==> config.mk <==
export PLATFORM = sky130hd
export DESIGN_NAME = i2c_cond_timer
export DESIGN_NICKNAME = d
export VERILOG_FILES = /design/src/rtl/i2c_cond_timer.sv
export SDC_FILE = /design/constraint.sdc
export NUM_CORES = 1
export LEC_CHECK = 0
export ABC_AREA = 1
export BUFFER_PORTS_ARGS = -buffer_cell sky130_fd_sc_hd__buf_2
export CAP_MARGIN = 5
export CORE_MARGIN = 2
export CORE_UTILIZATION = 40
export DETAILED_ROUTE_END_ITERATION = 12
export HOLD_SLACK_MARGIN = 0.02
export PLACE_DENSITY_LB_ADDON = 0.12
export SLEW_MARGIN = 20
export SYNTH_ARGS = -nofsm -noshare
export SYNTH_HDL_FRONTEND = slang
export SYNTH_SLANG_ARGS = --single-unit
==> constraint.sdc <==
create_clock -name clk -period 10.1 [get_ports clk]
set_input_delay 2.02 -clock clk [delete_from_list [all_inputs] [get_ports clk]]
set_output_delay 2.02 -clock clk [all_outputs]
set_load 0.03 [all_outputs]
==> src/rtl/i2c_cond_timer.sv <==
module i2c_cond_timer #(
  parameter int CW = 16,
  parameter int PW = 8
) (
  input  logic          clk,
  input  logic          rst_n,
  input  logic [PW-1:0] cfg_prescale,
  input  logic [CW-1:0] cfg_half_div,
  input  logic [CW-1:0] cfg_start_hold,
  input  logic [CW-1:0] cfg_rs_hold,
  input  logic [CW-1:0] cfg_rs_setup,
  input  logic [CW-1:0] cfg_data_setup,
  input  logic [CW-1:0] cfg_stop_setup,
  input  logic [CW-1:0] cfg_bus_free,
  input  logic          req_start,
  input  logic          req_stop,
  input  logic          req_rstart,
  input  logic          bit_req,
  input  logic          bit_val,
  output logic          scl_low,
  output logic          sda_low,
  output logic          busy,
  output logic          bit_done,
  output logic          stop_done,
  output logic          rstart_done
);

  typedef enum logic [3:0] {
    ST_IDLE, ST_SHOLD, ST_WAIT, ST_DSET, ST_HIGH, ST_LOW,
    ST_PSET, ST_PHI, ST_FREE, ST_RSET, ST_RHI, ST_RHOLD
  } state_t;

  state_t        state, nxt;
  logic [CW-1:0] cnt, tgt, tgt_m1;
  logic [PW-1:0] pcnt, pre_m1;
  logic          sda_q, pend_stop, pend_rs;
  logic          baud, pwrap, done, owned;
  logic          stop_want, rs_want;

  assign baud   = (state == ST_HIGH) || (state == ST_LOW);
  assign owned  = (state != ST_IDLE) && (state != ST_FREE);
  assign pre_m1 = (cfg_prescale == '0) ? '0 : cfg_prescale - PW'(1);
  assign tgt_m1 = (tgt == '0) ? '0 : tgt - CW'(1);
  assign pwrap  = (pcnt == pre_m1);
  assign done   = (cnt == tgt_m1) && (!baud || pwrap);

  assign stop_want = pend_stop | req_stop;
  assign rs_want   = pend_rs | req_rstart;

  always_comb begin
    case (state)
      ST_SHOLD:                 tgt = cfg_start_hold;
      ST_DSET, ST_PSET, ST_RSET: tgt = cfg_data_setup;
      ST_HIGH, ST_LOW:          tgt = cfg_half_div;
      ST_PHI:                   tgt = cfg_stop_setup;
      ST_FREE:                  tgt = cfg_bus_free;
      ST_RHI:                   tgt = cfg_rs_setup;
      ST_RHOLD:                 tgt = cfg_rs_hold;
      default:                  tgt = '0;
    endcase
  end

  always_comb begin
    nxt = state;
    case (state)
      ST_IDLE:  if (req_start) nxt = ST_SHOLD;
      ST_SHOLD: if (done) nxt = ST_WAIT;
      ST_WAIT: begin
        if (bit_req)        nxt = ST_DSET;
        else if (stop_want) nxt = ST_PSET;
        else if (rs_want)   nxt = ST_RSET;
      end
      ST_DSET:  if (done) nxt = ST_HIGH;
      ST_HIGH:  if (done) nxt = ST_LOW;
      ST_LOW:   if (done) nxt = ST_WAIT;
      ST_PSET:  if (done) nxt = ST_PHI;
      ST_PHI:   if (done) nxt = ST_FREE;
      ST_FREE:  if (done) nxt = ST_IDLE;
      ST_RSET:  if (done) nxt = ST_RHI;
      ST_RHI:   if (done) nxt = ST_RHOLD;
      ST_RHOLD: if (done) nxt = ST_WAIT;
      default:  nxt = ST_IDLE;
    endcase
  end

  always_ff @(posedge clk or negedge rst_n) begin
    if (!rst_n) begin
      state <= ST_IDLE;
      cnt   <= '0;
      pcnt  <= '0;
    end else begin
      state <= nxt;
      if (nxt != state) begin
        cnt  <= '0;
        pcnt <= '0;
      end else if (baud) begin
        pcnt <= pwrap ? '0 : pcnt + PW'(1);
        if (pwrap) cnt <= cnt + CW'(1);
      end else if (state != ST_IDLE && state != ST_WAIT) begin
        cnt <= cnt + CW'(1);
      end
    end
  end

  always_ff @(posedge clk or negedge rst_n) begin
    if (!rst_n) begin
      sda_q <= 1'b0;
    end else if (nxt != state) begin
      case (nxt)
        ST_SHOLD, ST_PSET, ST_RHOLD: sda_q <= 1'b1;
        ST_DSET:                     sda_q <= ~bit_val;
        ST_FREE, ST_RSET:            sda_q <= 1'b0;
        default:                     sda_q <= sda_q;
      endcase
    end
  end

  always_ff @(posedge clk or negedge rst_n) begin
    if (!rst_n) begin
      pend_stop <= 1'b0;
      pend_rs   <= 1'b0;
    end else if (nxt == ST_PSET && state == ST_WAIT) begin
      pend_stop <= 1'b0;
      pend_rs   <= 1'b0;
    end else begin
      if (req_stop && owned) pend_stop <= 1'b1;
      if (nxt == ST_RSET && state == ST_WAIT) pend_rs <= 1'b0;
      else if (req_rstart && owned)           pend_rs <= 1'b1;
    end
  end

  always_ff @(posedge clk or negedge rst_n) begin
    if (!rst_n) begin
      bit_done    <= 1'b0;
      stop_done   <= 1'b0;
      rstart_done <= 1'b0;
    end else begin
      bit_done    <= (state == ST_LOW)   && (nxt == ST_WAIT);
      stop_done   <= (state == ST_PHI)   && (nxt == ST_FREE);
      rstart_done <= (state == ST_RHOLD) && (nxt == ST_WAIT);
    end
  end

  assign busy    = (state != ST_IDLE);
  assign sda_low = sda_q;
  assign scl_low = (state == ST_WAIT) || (state == ST_DSET) || (state == ST_LOW) ||
                   (state == ST_PSET) || (state == ST_RSET);

  p_scl_owned_r11: assert property (@(posedge clk) disable iff (!rst_n)
    scl_low |-> busy);

  p_start_shape_r2: assert property (@(posedge clk) disable iff (!rst_n)
    $rose(busy) |-> (sda_low && !scl_low));

  p_free_lines_r6: assert property (@(posedge clk) disable iff (!rst_n)
    stop_done |-> (busy && !sda_low && !scl_low));

  p_rs_shape_r7: assert property (@(posedge clk) disable iff (!rst_n)
    rstart_done |-> (scl_low && sda_low && $past(!scl_low && sda_low)));

  p_pulse_excl_r5: assert property (@(posedge clk) disable iff (!rst_n)
    !(stop_done && rstart_done));

  p_sda_quiet_r10: assert property (@(posedge clk) disable iff (!rst_n)
    (!scl_low && $past(!scl_low) && (sda_low != $past(sda_low))) |->
      (state == ST_SHOLD || state == ST_FREE || state == ST_RHOLD));

endmodule

==> results of run 1 <==
power breakdown:
group | internal (W) | switching, W | leakage, nW
Clock | 0.000142 | 0.0000592 | 0.0940
Combinational | 0.000295 | 0.000666 | 2.50
Sequential | 0.000148 | 0.0000289 | 0.453
Total | 0.000585 | 0.000754 | 3.05
stage by stage:
step	setup slack, ns	util	instances	hold WS, ns
3_3_place_gp	3.61	0.468	1088	0.481
3_5_place_dp	3.51	0.468	1088	0.484
5_1_grt	3.22	0.485	1096	0.524
6_report	3.90	0.485	1096	0.490
4_1_cts	3.80	0.485	1096	0.496
2_1_floorplan	5.11	-	837	0.459
area by class of cell:
cell class,instances,area share
inverters,96,0.0687
well taps,143,0.0323
multi-input cells,683,0.591
repair buffers,132,0.119
clock buffers,5,0.0226
flip-flops and latches,34,0.154
clock inverters,3,0.0124
registers in the layout, indices dropped and copies added, names as in the netlist:
signal,count
rstart_done,1
stop_done,1
pcnt,8
sda_low,1
state,4
bit_done,1
pend_stop,1
pend_rs,1
cnt,16
metal layers:
metal / part of all wire / routed length (um) / GRT usage / vias up
met5: 0 / 0 / 0 / -
met4: 0.018 / 269 / 0.0528 / 0
met3: 0.039 / 578 / 0.0238 / 22
met2: 0.47 / 6910 / 0.405 / 138
met1: 0.47 / 6980 / 0.328 / 2510
li1: - / - / - / 2888
critical path, stage by stage:
cell     delay (ns)
buf_2          0.09
inv_1          0.10
ha_1           0.19
nand2_1        0.09
nor2_1         0.15
nand3_1        0.28
nand2_1        0.18
xor2_1         0.15
nand2_1        0.06
nor2_1         0.08
nand3_1        0.09
nand2_1        0.67
nand2_1        0.17
nor2_1         0.14
nand3_1        0.08
nor2_2         0.17
nand3_2        0.14
nand2_1        0.09
nand3_1        0.14
nand3_1        0.11
nand2_1        0.07
nor2_2         0.14
nand2_1        0.50
nor2_8         0.32
nand2_1        0.09
o21ai_1        0.07
worst paths after layout:
path | startpoint | to | slack (ns)
max reg2reg | state[2] | pcnt[7] | 4.87
min in group asynchronous | rst_n | pend_stop | 1.81
min reg2reg | pcnt[6] | pcnt[6] | 0.49
max | cfg_prescale[0] | pcnt[7] | 3.90
max in group asynchronous | rst_n | pcnt[7] | 7.78
min | pcnt[6] | pcnt[6] | 0.49
synthesized netlist by cell type, drive strengths merged:
cell,instances,area [sq um]
nor3b,1,7.51
and2,1,6.26
dfrtp,34,851
a31oi,1,6.26
nand2,309,1210
inv,95,377
clkbuf,4,15.0
nand3b,1,7.51
nor2,135,632
buf,20,170
clkinv,1,3.75
ha,4,50.1
xnor2,4,35.0
a21oi,7,35.0
o21ai,18,90.1
nor4,2,12.5
a2111oi,1,8.76
o211ai,1,7.51
xor2,22,193
nor3,11,55.1
nand4,25,171
nand3,140,738
logic make-up (layout without fill, tap and decap cells):
logic type               after synthesis  after routing
AND/OR/NAND/NOR                      625            625
adder cells (fa/ha/maj)                4              4
flip-flops                            34             34
AO/OA/AOI/OAI                         28             28
buffers and inverters                120            236
XOR/XNOR                              26             26
==> reports/results.tsv, run 1 <==
stage	metric	value	unit
grt	grt_max_degree	35	
cts	cts_tree	yes	
synthesis	synth_nets	968	
sta	clock.fmax	0.161	GHz
synthesis	synth_top_family_by_area	simple AND/OR/NAND/NOR gates	
synthesis	yosysUniqueCellTypes	37	
cts	post-cts-setup-buffers	0	
synthesis	synth-simple-area-share	0.607	
flow_run	cap_viol_max_count	0	
sta	tightest_slew	0.887	ns
sta	period_needed	6.20	ns
floorplanning	core_area	11400	sq um
routing	wirelength	14.7	mm
synthesis	seq_area_frac_synth	0.182	
grt	antenna_found_initial	0	
cells_and_area	multi_input_area	3270	sq um
floorplanning	die_width	112	um
floorplanning	rows	39	
sta	finalCritPeriodShare	0.614	
setup_path	crit_fanout	25	
cts	cts_max_level	2	
sta	hold_viol	0	
cts	root_buffer	clkbuf_16	
synthesis	yosysWarnings	0	
cts	clock_latency	0.28	ns
cells_and_area	fin_area	5530	sq um
sta	rsz0062_at_grt	no	
routing	dr.pass1.iters	5	
sta	slew_violations	0	
floorplanning	io_pins	133	
cells_and_area	seq_area	851	sq um
routing	num_vias	5558	
synthesis	synthAdderAreaFrac	0.0107	
routing	post_drt_wl_per_cell	13.4	um
outcome	outcome	finished clean	
synthesis	yosys_register_bits	34	
routing	viasPerCell	5.07	
floorplanning	dieArea	12600	sq um
setup_path	critPathCaptureType	flip-flop	
cts	hold_buffers	0	
synthesis	syn_area	4680	sq um
synthesis	synth.mux.area_fraction	0	
sta	max_slew_margin	0.407	
cells_and_area	layout_common_cells	nand2_1, nand3_1, buf_2	
routing	drcViolationCount	0	
cells_and_area	area_growth	18.1	%
synthesis	synth-compound-area-share	0.0315	
place	dp_hpwl	11.8	mm
routing	ant_nets	0	
setup_path	required	10.29	ns
cts	cts_buffer_depth	2	
cts	numCtsBuffers	5	
cts	cts_resized	0	
cts	cts.clk_slew.worst_paths	0.05	ns
sta	skew	0.00589	ns
routing	drt_iter0_drc	356	
worst_hold_path	holdCritPathClass	flip-flop to flip-flop	
grt	grtUsageTotal	0.238	
grt	overflow	0	
sta	finalSetupTns	0	ns
cells_and_area	fin_nets	1083	
setup_path	cp_data_arrival_time	6.39	ns
power	total_power	0.00134	W
power	vdd_drop_max	0.154	mV
synthesis	synth_cells	837	
cells_and_area	diodes	0	
grt	grt_pass1_wl	24.8	mm
setup_path	rr_worst_depth	29	
cells_and_area	layout_commonest_cell	nand2_1	
setup_path	crit_path_start_kind	input pin	
floorplanning	start_util	0.410	
synthesis	synthXorXnorAreaFrac	0.0486	
sta	setup-violations-final	0	
cts	clock-sinks	34	
place	postPlaceCellArea	5340	sq um
place	io_buffers	132	
place	routabilityCongestion	0.901	
floorplanning	die_h	112	um
cells_and_area	drive_above_1_share	0.199	
power	power_density	242	nW/um^2
synthesis	avgSynthCellArea	5.60	sq um
cells_and_area	fillCellCount	1274	
setup_path	crit_type	input pin to flip-flop	
worst_hold_path	min_path_cells	2	
grt	grt_pass1_vias	5211	
power	p_leak	3.05	nW
(Power assumes the default switching activity.)
==> run 2, diff against run 1 <==
==> constraint.sdc (replaced) <==
create_clock -name clk -period 5.6 [get_ports clk]
set_input_delay 1.12 -clock clk [delete_from_list [all_inputs] [get_ports clk]]
set_output_delay 1.12 -clock clk [all_outputs]
set_load 0.03 [all_outputs]
==> reports/results.tsv, run 2 (same netlist as run 1, synthesis figures left out) <==
stage	metric	value	unit	change
cts	clock-sinks	34		unchanged
sta	period_needed	4.70	ns	
power	p_int	0.000993	W	+70%
sta	layout_setup_ws	0.902	ns	-3.00 ns
routing	ant_nets	0		unchanged
floorplanning	core_area	11400	sq um	unchanged
power	pwr-share-clk	0.119		-0.031
routing	post_drt_wl_per_cell	13.4	um	-0.67%
setup_path	critPathCaptureType	flip-flop		
cells_and_area	layout_commonest_cell	nand2_1		
cts	cts_resized	0		unchanged
cells_and_area	reg_top3	cnt x16, pcnt x8, state x4		
floorplanning	io_pins	133		unchanged
floorplanning	rows	39		unchanged
setup_path	crit_type	flip-flop to flip-flop		
sta	clock.fmax	0.213	GHz	
setup_path	reg2reg_slack	0.90	ns	-3.97 ns
place	postPlaceCellArea	5370	sq um	+0.56%
routing	drcViolationCount	0		unchanged
routing	dr.pass1.iters	5		unchanged
cts	root_buffer	clkbuf_16		
setup_path	required	5.82	ns	-4.47 ns
grt	grt_pass1_wl	24.6	mm	-0.64%
routing	wl_met2	7.08	mm	+2.4%
power	pwr-share-comb	0.745		+0.027
place	placed_cells	1092		+0.37%
grt	grt_pass1_vias	5236		+0.48%
worst_hold_path	hp-start	pcnt[7]		
routing	viasPerCell	5.02		-0.99%
setup_path	rr_worst_depth	25		-14%
cts	cts_tree	yes		
sta	setup-violations-final	0		unchanged
sta	slew_violations	0		unchanged
power	vdd_drop_max	0.216	mV	+40%
place	io_buffers	132		unchanged
grt	grtUsageTotal	0.235		-0.00282
setup_path	crit_fanout	28		+12%
cts	cts.clk_slew.worst_paths	0.06	ns	about the same
routing	wl_met1	6.70	mm	-3.9%
floorplanning	die_width	112	um	unchanged
grt	antenna_found_initial	0		unchanged
routing	wirelength	14.7	mm	-0.31%
cells_and_area	drive_above_1_share	0.203		+0.00335
sta	rsz0062_at_grt	no		
power	p_leak	3.05	nW	about the same
sta	tightest_slew	0.818	ns	-0.0686 ns
setup_path	crit_path_start_kind	flip-flop		
grt	grt_max_degree	35		unchanged
cells_and_area	diodes	0		unchanged
outcome	outcome	finished clean		
floorplanning	dieArea	12600	sq um	unchanged
cells_and_area	regMostFlops	cnt		
routing	drt_iter0_drc	349		-2.0%
power	swShare	0.579		+0.0156
cts	clock_latency	0.28	ns	about the same
setup_path	cp_data_arrival_time	4.91	ns	-1.48 ns
cts	hold_buffers	0		unchanged
place	dp_slack	0.917	ns	-2.60 ns
sta	skew	0.00464	ns	-0.00125 ns
cts	cts_max_level	2		unchanged
sta	holdWs	0.512	ns	+0.0218 ns
cells_and_area	layout_common_cells	nand2_1, nand3_1, buf_2		
cells_and_area	area_growth	17.8	%	
cts	numCtsBuffers	5		unchanged
power	p_sw	0.00136	W	+81%
worst_hold_path	min_path_cells	2		unchanged
sta	finalCritPeriodShare	0.839		
cts	post-cts-setup-buffers	0		unchanged
worst_hold_path	min_to	pcnt[7]		
grt	overflow	0		unchanged
cells_and_area	largest_reg_flops	16		unchanged
routing	num_vias	5523		-0.63%
routing	highest_layer	met4		
power	p_seq_frac	0.136		+0.004
place	dp_hpwl	11.9	mm	+1.2%
place	routabilityCongestion	0.910		+1.0%
flow_run	cap_viol_max_count	0		unchanged
setup_path	worstReg2RegStart	state[2]		
setup_path	reg2reg_to	cnt[12]		
cells_and_area	layout.cells.non_filler	1100		+0.36%
worst_hold_path	holdCritPathClass	flip-flop to flip-flop		
routing	met3_length	706	um	+22%
floorplanning	die_h	112	um	unchanged
power	power_density	427	nW/um^2	+76%
cts	cts_buffer_depth	2		unchanged
floorplanning	start_util	0.410		unchanged
sta	hold_viol	0		unchanged
sta	finalSetupTns	0	ns	unchanged
cells_and_area	fin_nets	1087		+0.37%
cells_and_area	fin_area	5520	sq um	-0.23%
sta	max_slew_margin	0.441		+0.0330
[run 2: worst max-delay path by stage]
stage	slack, ns	startpoint	to
after global routing	0.34	state[2]	cnt[12]
after CTS	0.92	state[2]	cnt[12]
final	0.90	state[2]	cnt[12]
after detailed placement	0.92	cfg_half_div[0]	cnt[12]
after floorplan	1.51	cfg_prescale[0]	cnt[15]
after global placement	0.92	cfg_prescale[0]	cnt[7]
[run 2: power by group through the flow]
stage	registers, W	logic [W]	clock network [W]
after floorplan	0.000291	0.00141	0
after global placement	0.000327	0.00175	0
after detailed placement	0.000326	0.00174	0
after CTS	0.000323	0.00175	0.000288
after global routing	0.000326	0.00201	0.000296
final	0.000322	0.00176	0.000280
[run 2: final cells by class]
class,instances,area (sq um)
repair buffers,136,691
multi-input cells,683,3270
well taps,143,179
clock inverters,2,12.5
flip-flops and latches,34,851
inverters,96,380
fillers,1293,5900
clock buffers,6,139
[run 2: metal layers]
metal,track usage,up-vias
li1,-,2893
met1,0.316,2462
met2,0.413,151
met3,0.0265,17
met4,0.0415,0
met5,0,-
[run 2: critical path, cell delays in order, from the launching register on]
cell	delay (ns)
dfrtp_1	0.77
nor2_8	0.20
nand2_2	0.15
nand3_4	0.21
nand2_1	0.13
inv_2	0.05
nor2_4	0.17
ha_1	0.19
nand4_1	0.13
nor2_1	0.29
nand2_1	0.14
o21ai_0	0.26
nand3_1	0.11
nand2_1	0.11
nand3_1	0.09
nor2_2	0.21
nand3_2	0.15
nand2_1	0.09
nand3_1	0.13
nand3_1	0.11
nand2_1	0.07
nor2_2	0.14
nand4_4	0.29
nand2_4	0.28
nand2_1	0.08
nand2_1	0.06
[run 2: per-stage QoR]
stage	power (W)	utilization
after CTS	0.00236	0.483
after global placement	0.00208	0.470
after floorplan	0.00171	-
final	0.00236	0.483
after global routing	0.00263	0.483
after detailed placement	0.00207	0.470
